`src/rtl/rcw_pkg.sv`:
```
`timescale 1ns/1ps
package rcw_pkg;

    typedef enum logic [1:0] {
        POL_COMMON = 2'd0,
        POL_ANY    = 2'd1,
        POL_RANK   = 2'd2,
        POL_SUM    = 2'd3
    } policy_e;

endpackage

```
`src/rtl/rcw_lead_pick.sv`:
```
`timescale 1ns/1ps
// Finds the lowest-index active requester and the set of requesters
// that target the same address.
module rcw_lead_pick #(
    parameter int NUM_PE = 4,
    parameter int ADDR_W = 4,
    localparam int IDX_W = (NUM_PE > 1) ? $clog2(NUM_PE) : 1
) (
    input  logic [NUM_PE-1:0]        valid_i,
    input  logic [NUM_PE*ADDR_W-1:0] addr_i,
    output logic                     found_o,
    output logic [IDX_W-1:0]         lead_idx_o,
    output logic [ADDR_W-1:0]        lead_addr_o,
    output logic [NUM_PE-1:0]        group_o
);

    always_comb begin
        found_o    = 1'b0;
        lead_idx_o = '0;
        for (int i = NUM_PE - 1; i >= 0; i--) begin
            if (valid_i[i]) begin
                found_o    = 1'b1;
                lead_idx_o = IDX_W'(i);
            end
        end
    end

    assign lead_addr_o = addr_i[lead_idx_o*ADDR_W +: ADDR_W];

    generate
        for (genvar g = 0; g < NUM_PE; g++) begin : g_match
            assign group_o[g] = valid_i[g] &&
                                (addr_i[g*ADDR_W +: ADDR_W] == lead_addr_o);
        end
    endgenerate

endmodule

```
`src/rtl/rcw_value_fold.sv`:
```
`timescale 1ns/1ps
// Compares and adds the data words of the selected group.
module rcw_value_fold #(
    parameter int NUM_PE = 4,
    parameter int DATA_W = 8,
    localparam int SUM_W = DATA_W + ((NUM_PE > 1) ? $clog2(NUM_PE) : 1)
) (
    input  logic [NUM_PE-1:0]        member_i,
    input  logic [NUM_PE*DATA_W-1:0] data_i,
    input  logic [DATA_W-1:0]        ref_i,
    output logic                     all_same_o,
    output logic [DATA_W-1:0]        sum_o,
    output logic                     carry_o
);

    logic [SUM_W-1:0]  acc;
    logic [NUM_PE-1:0] differs;

    generate
        for (genvar g = 0; g < NUM_PE; g++) begin : g_cmp
            assign differs[g] = member_i[g] &&
                                (data_i[g*DATA_W +: DATA_W] != ref_i);
        end
    endgenerate

    always_comb begin
        acc = '0;
        for (int i = 0; i < NUM_PE; i++) begin
            if (member_i[i]) begin
                acc = acc + SUM_W'(data_i[i*DATA_W +: DATA_W]);
            end
        end
    end

    assign all_same_o = (differs == '0);
    assign sum_o      = acc[DATA_W-1:0];
    assign carry_o    = |acc[SUM_W-1:DATA_W];

endmodule

```
`src/rtl/rcw_write_resolver.sv`:
```
`timescale 1ns/1ps
module rcw_write_resolver
    import rcw_pkg::*;
#(
    parameter int NUM_PE = 4,
    parameter int ADDR_W = 4,
    parameter int DATA_W = 8
) (
    input  logic                     clk,
    input  logic                     rst_n,
    input  logic [NUM_PE-1:0]        req_valid,
    input  logic [NUM_PE*ADDR_W-1:0] req_addr,
    input  logic [NUM_PE*DATA_W-1:0] req_data,
    input  logic [1:0]               policy_sel,
    output logic                     commit_en,
    output logic [ADDR_W-1:0]        commit_addr,
    output logic [DATA_W-1:0]        commit_data,
    output logic [NUM_PE-1:0]        grant,
    output logic [NUM_PE-1:0]        fail,
    output logic                     sum_ovf
);

    localparam int IDX_W = (NUM_PE > 1) ? $clog2(NUM_PE) : 1;

    typedef struct packed {
        logic              en;
        logic [ADDR_W-1:0] addr;
        logic [DATA_W-1:0] data;
        logic [NUM_PE-1:0] grant;
        logic [NUM_PE-1:0] fail;
        logic              ovf;
    } outcome_t;

    outcome_t          out_d, out_q;
    logic              armed_d, armed_q;

    logic              found;
    logic [IDX_W-1:0]  lead_idx;
    logic [ADDR_W-1:0] lead_addr;
    logic [NUM_PE-1:0] group;
    logic [DATA_W-1:0] lead_data;
    logic              all_same;
    logic [DATA_W-1:0] sum_val;
    logic              sum_carry;
    policy_e           pol;

    rcw_lead_pick #(
        .NUM_PE (NUM_PE),
        .ADDR_W (ADDR_W)
    ) i_pick (
        .valid_i     (req_valid),
        .addr_i      (req_addr),
        .found_o     (found),
        .lead_idx_o  (lead_idx),
        .lead_addr_o (lead_addr),
        .group_o     (group)
    );

    assign lead_data = req_data[lead_idx*DATA_W +: DATA_W];

    rcw_value_fold #(
        .NUM_PE (NUM_PE),
        .DATA_W (DATA_W)
    ) i_fold (
        .member_i   (group),
        .data_i     (req_data),
        .ref_i      (lead_data),
        .all_same_o (all_same),
        .sum_o      (sum_val),
        .carry_o    (sum_carry)
    );

    assign pol = policy_e'(policy_sel);

    always_comb begin
        out_d   = '0;
        armed_d = 1'b1;
        if (found) begin
            out_d.addr = lead_addr;
            unique case (pol)
                POL_COMMON: begin
                    if (all_same) begin
                        out_d.en    = 1'b1;
                        out_d.data  = lead_data;
                        out_d.grant = group;
                    end
                end
                POL_ANY, POL_RANK: begin
                    out_d.en    = 1'b1;
                    out_d.data  = lead_data;
                    out_d.grant = NUM_PE'(1) << lead_idx;
                end
                POL_SUM: begin
                    out_d.en    = 1'b1;
                    out_d.data  = sum_val;
                    out_d.grant = group;
                    out_d.ovf   = sum_carry;
                end
                default: out_d = '0;
            endcase
            out_d.fail = req_valid & ~out_d.grant;
        end
    end

    always_ff @(posedge clk or negedge rst_n) begin
        if (!rst_n) begin
            out_q   <= '0;
            armed_q <= 1'b0;
        end else begin
            out_q   <= out_d;
            armed_q <= armed_d;
        end
    end

    assign commit_en   = out_q.en;
    assign commit_addr = out_q.addr;
    assign commit_data = out_q.data;
    assign grant       = out_q.grant;
    assign fail        = out_q.fail;
    assign sum_ovf     = out_q.ovf;

    // an element is never both granted and refused
    a_r10_grant_fail_disjoint: assert property (@(posedge clk) disable iff (!rst_n)
        (grant & fail) == '0);

    // exactly the elements that requested one cycle earlier are answered
    a_r10_every_request_answered: assert property (@(posedge clk) disable iff (!rst_n)
        armed_q |-> ((grant | fail) == $past(req_valid)));

    // a commit is always backed by at least one granted element
    a_r2_commit_has_winner: assert property (@(posedge clk) disable iff (!rst_n)
        commit_en |-> (grant != '0));

    // without a commit nobody is granted
    a_r5_no_commit_no_grant: assert property (@(posedge clk) disable iff (!rst_n)
        !commit_en |-> (grant == '0));

    // the arbitrary policy yields one winner whenever anyone asked
    a_r6_single_winner: assert property (@(posedge clk) disable iff (!rst_n)
        (armed_q && $past(policy_sel) == 2'd1 && $past(req_valid) != '0)
            |-> (commit_en && $countones(grant) == 1));

    // overflow is only reported for a sum commit
    a_r9_ovf_only_sum: assert property (@(posedge clk) disable iff (!rst_n)
        sum_ovf |-> (armed_q && commit_en && $past(policy_sel) == 2'd3));

endmodule

```
`config.mk`:
```
export PLATFORM = sky130hd
export DESIGN_NAME = rcw_write_resolver
export DESIGN_NICKNAME = d
export VERILOG_FILES = /design/src/rtl/rcw_pkg.sv /design/src/rtl/rcw_lead_pick.sv /design/src/rtl/rcw_value_fold.sv /design/src/rtl/rcw_write_resolver.sv
export SDC_FILE = /design/constraint.sdc
export NUM_CORES = 1
export LEC_CHECK = 0
export CAP_MARGIN = 40
export CORE_ASPECT_RATIO = 1.25
export CORE_MARGIN = 2
export CORE_UTILIZATION = 58
export DETAILED_ROUTE_END_ITERATION = 10
export HOLD_SLACK_MARGIN = 0.03
export PLACE_DENSITY = 0.88
export SYNTH_ARGS = -nofsm -noshare
export SYNTH_HDL_FRONTEND = slang
export SYNTH_SLANG_ARGS = --single-unit
```
`constraint.sdc`:
```
create_clock -name clk -period 1.5 [get_ports clk]
set_clock_uncertainty 0.1 [all_clocks]
set_input_delay 0.3 -clock clk [delete_from_list [all_inputs] [get_ports clk]]
set_output_delay 0.3 -clock clk [all_outputs]
set_load 0.01 [all_outputs]
```
==> results of run 1 <==
synth_stat cells (8+ instances only):
master    number
dfrtp_1       22
xor2_1         8
nor2_1        47
xnor2_1       19
nand2b_1      15
buf_2         10
a21oi_1       23
nor3b_1       10
nor4_1         9
ha_1          26
o22ai_1       23
nor2b_1       18
nand2_1       22
mux2_2        11
o21ai_0       27
inv_1         40
nor3_1        13
clkbuf_1      10
cell families after synthesis:
group | after synthesis | synth area share
buf+inv | 68 | 0.0770
simple gates | 178 | 0.254
compound gates | 177 | 0.332
fa+ha+maj | 29 | 0.0972
flops | 22 | 0.139
mux | 15 | 0.0414
xor+xnor | 27 | 0.0597
metrics by stage:
stage               instance area, µm²  setup slack (ns)  cells   util
detailed placement                6230             -3.97    842  0.944
global placement                  6230             -3.70    842  0.944
floorplan                         4120             -3.51    516      -
==> impl_metrics.py, run 1 <==
metrics = {
    "status": {
        "status": "did not finish",
        "haltStage": "clock tree synthesis (4_1_cts)",
        "stop_error": "[ERROR DPL-0038] Utilization greater than 100%, impossible to legalize",
    },
    "logic_synthesis": {
        "syn-cell-area_um2": 3960,
        "ys_types": 79,
        "yosysWarnings": 0,
        "synth-seq-area-share": 0.139,
        "synth_nets": 601,
        "postSynthRegisterBits": 22,
        "synth.top_cell.area_share": 0.139,
        "synthCells": 516,
        "syn_avg_cell_area_um2": 7.68,
        "synth-async-reset-ratio": 1.00,
        "synth_area_leaders": "dfrtp_1 (14%), ha_1 (8.2%), nor2_1 (4.5%)",
        "yosysTopAreaCell": "dfrtp_1",
        "ys.flop_type": "dfrtp_1",
        "synth-edff-count": 0,
    },
    "floorplan": {
        "fp-row-count": 33,
        "ios": 78,
        "die_w_um": 77.9,
        "die_y_um": 96.4,
        "initial_utilization": 0.600,
    },
    "placed_design": {
        "gp_congestion": 1.19,
        "numPortBuffers": 77,
        "dp_hpwl_mm": 16.2,
    },
    "clock_tree": {
        "cts.repair.resized": 260,
        "root_buffer": "clkbuf_8",
        "htreeDepth": 1,
        "hold_buffers": 0,
        "cts_setup_buffers": 49,
        "cts_buffer_depth": 2,
        "numCtsBuffers": 3,
        "cts.sinks": 22,
    },
}
==> run 2, diff against run 1 <==
- CORE_ASPECT_RATIO: 1.25 -> unset
- CORE_UTILIZATION: 58 -> 40
- HOLD_SLACK_MARGIN: 0.03 -> unset
- PLACE_DENSITY: 0.88 -> unset
- PLACE_DENSITY_LB_ADDON: unset -> 0.15
==> run 2 against run 1 <==
  * The flow now finishes, with violations (negative setup slack)
  * Synthesized cell count unchanged
  * Synthesized area did not move
==> impl_metrics.py, run 2 <==
metrics = {
    "status": {
        "status": "finished, violations left",
        "violations": "negative setup slack",
    },
    "layout": {
        "fin_util": 0.853,
        "layout-drive-gt1-share": 0.548,
        "nFillCells": 519,
        "synthToLayoutAreaGrowth_pct": 108,
        "layout_commonest_cell": "buf_4",
        "final_cell_mix": "buf_4 (227), buf_6 (53), inv_1 (35)",
        "largest_register_ffs": 8,
        "fin_cells": 982,
        "finish.net_count": 935,
        "diodes": 0,
    },
    "timing": {
        "rsz0062_at_grt": "yes",
        "hold_viol": 0,
        "period_share": 3.26,
        "finalSetupTns_ns": -38.27,
        "worst_slew_pin_slew_ns": 0.609,
        "fmax_ghz": 0.205,
        "fin_crit_ns": 4.89,
        "worst_slack_ns": -3.39,
        "final-max-slew-violation-count": 0,
        "hold_ws_ns": 0.278,
        "setup_viol": 21,
        "maxSlewHeadroom": 0.592,
    },
    "logic_synthesis": {
        "synth_common_cells": "nor2_1 (47), inv_1 (40), o21ai_0 (27), ha_1 (26)",
        "ys_types": 79,
        "synth-async-reset-ratio": 1.00,
        "synth_nets": 601,
        "syn_avg_cell_area_um2": 7.68,
        "synthMostInstantiatedCell": "nor2_1",
        "synth-edff-count": 0,
        "synth.top_cell.area_share": 0.139,
        "syn-cell-area_um2": 3960,
        "ys.flop_type": "dfrtp_1",
        "postSynthRegisterBits": 22,
        "yosysWarnings": 0,
        "synthCells": 516,
        "yosysTopAreaCell": "dfrtp_1",
        "synth_area_leaders": "dfrtp_1 (14%), ha_1 (8.2%), nor2_1 (4.5%)",
        "synth-seq-area-share": 0.139,
    },
    "critical_path": {
        "critPathCapture": "sum_ovf",
        "path_class": "primary input to register",
        "start_kind": "primary input",
        "worstPathRequired_ns": 1.55,
        "startpoint": "req_addr[6]",
        "endpoint_kind": "register",
        "crit_fanout": 4,
        "crit_arrival_ns": 4.94,
    },
    "detailed_routing": {
        "vias": 6165,
        "drc_errors": 0,
        "wl_per_cell_um": 22.9,
        "drt_iter0_drc": 731,
        "wl_mm": 22.5,
        "via_per_inst": 6.28,
        "drt_pre_antenna_iters": 5,
        "ant_nets": 0,
    },
    "clock_tree": {
        "clkSlewWorstSetupHoldPaths_ns": 0.10,
        "cts_buffer_depth": 2,
        "root_buffer": "clkbuf_8",
        "numCtsBuffers": 3,
        "cts_tree": "yes",
        "htreeDepth": 1,
        "cts.sinks": 22,
        "hold_buffers": 0,
    },
    "power_and_ir_drop": {
        "p_leak_nw": 3.76,
        "vdd_drop_max_v": 0.000485,
        "powerDensity_nw_per_um2": 601,
    },
    "placed_design": {
        "numPortBuffers": 77,
        "dp_hpwl_mm": 14.5,
        "placedCellCount": 907,
        "gp_congestion": 0.959,
    },
    "global_route": {
        "grt_remaining_overflow": 0,
        "gr-usage-all-layers": 0.370,
        "grt_pass1_vias": 6001,
        "grt_max_degree": 27,
        "grt_pass1_wl_mm": 31.8,
        "antenna_found_initial": 0,
    },
    "floorplan": {
        "fp-row-count": 36,
        "initial_utilization": 0.409,
        "die_y_um": 104,
        "die_area_um2": 10700,
        "die_w_um": 104,
        "ios": 78,
        "coreArea_um2": 9680,
    },
    "min_path": {
        "hold_path_class": "primary input to asynchronous set/reset pin",
    },
    "run": {
        "cap_viol_max_count": 0,
    },
}
[run 2: cell counts after synthesis]
Identical to the previous run, type by type.
[run 2: cells by family after synthesis]
family / after synthesis / synth area share
AO/OA/AOI/OAI: 177 / 0.332
XOR/XNOR: 27 / 0.0597
adder cells (fa/ha/maj): 29 / 0.0972
buffers and inverters: 68 / 0.0770
flip-flops: 22 / 0.139
multiplexers: 15 / 0.0414
AND/OR/NAND/NOR: 178 / 0.254
[run 2: area by class of cell]
cell class | instances | area [µm²] | area share
clock buffers | 3 | 41.3 | 0.00500
flip-flops and latches | 22 | 551 | 0.0666
inverters | 42 | 168 | 0.0203
clock inverters | 1 | 30.0 | 0.00363
repair buffers | 355 | 3080 | 0.373
multi-input cells | 426 | 4230 | 0.511
well taps | 133 | 166 | 0.0201
[run 2: worst min path at each step]
stage	end	startpoint	cells after the start
floorplan	commit_addr[0]	rst_n	0
CTS	grant[1]	rst_n	2
finish	grant[1]	rst_n	2
detailed placement	fail[0]	rst_n	2
global route	commit_data[3]	rst_n	2
global placement	fail[0]	rst_n	2
[run 2: what timing repair did]
action                     in CTS  in global routing
cloned                          0                  0
setup endpoints to repair      43                 23
buffers inserted               64                 38
pin swaps                      58                 73
resized for setup             228                132
[run 2: metrics by stage]
step                      setup WS (ns)  total power [W]  instance area, µm²
final                             -3.39          0.00497                8260
after global routing              -3.53          0.00517                8260
after CTS                         -3.12          0.00430                7510
after detailed placement          -4.00          0.00316                6430
after global placement            -3.76          0.00311                6430
after floorplan                   -3.51          0.00188                4120
[run 2: worst max-delay path: stages]
cell and delay (ns):
buf_6 0.10, xnor2_2 0.16, o2111ai_2 0.15, a221o_1 0.39, a21oi_4 0.21, mux2_4 0.36, ha_4 0.18, inv_2 0.08
fa_2 0.26, nor2b_4 0.05, o21a_1 0.21, o21ai_2 0.19, nand2b_1 0.09, a211oi_2 0.22, nor2_2 0.08, mux2_4 0.29
ha_4 0.18, or3_4 0.39, o21ai_4 0.08, buf_6 0.12, nor2_4 0.04, a2111oi_4 0.50, o211a_1 0.24, a2111oi_4 0.05
[run 2: metal layers]
| layer | share of wire | vias to the layer above | track usage | routed length (µm) |
|---|---|---|---|---|
| met2 | 0.47 | 464 | 0.631 | 10600 |
| li1 | - | 2637 | - | - |
| met4 | 0.077 | 0 | 0.170 | 1730 |
| met1 | 0.36 | 2886 | 0.455 | 8130 |
| met5 | 0 | - | 0 | 0 |
| met3 | 0.090 | 178 | 0.0673 | 2040 |
[run 2: report_power, final]
group / total (W) / switching (W) / internal [W]
Combinational: 0.00375 / 0.00178 / 0.00197
Sequential: 0.000669 / 0.0000147 / 0.000654
Clock: 0.000554 / 0.000198 / 0.000356
Note: power is estimated with default switching activity, not from simulation.
==> run 3, diff against run 2 <==
- ABC_CLOCK_PERIOD_IN_PS: unset -> 1500
==> results of run 3 <==
No change in the layout: final DEF, timing and power equal those of run 2.
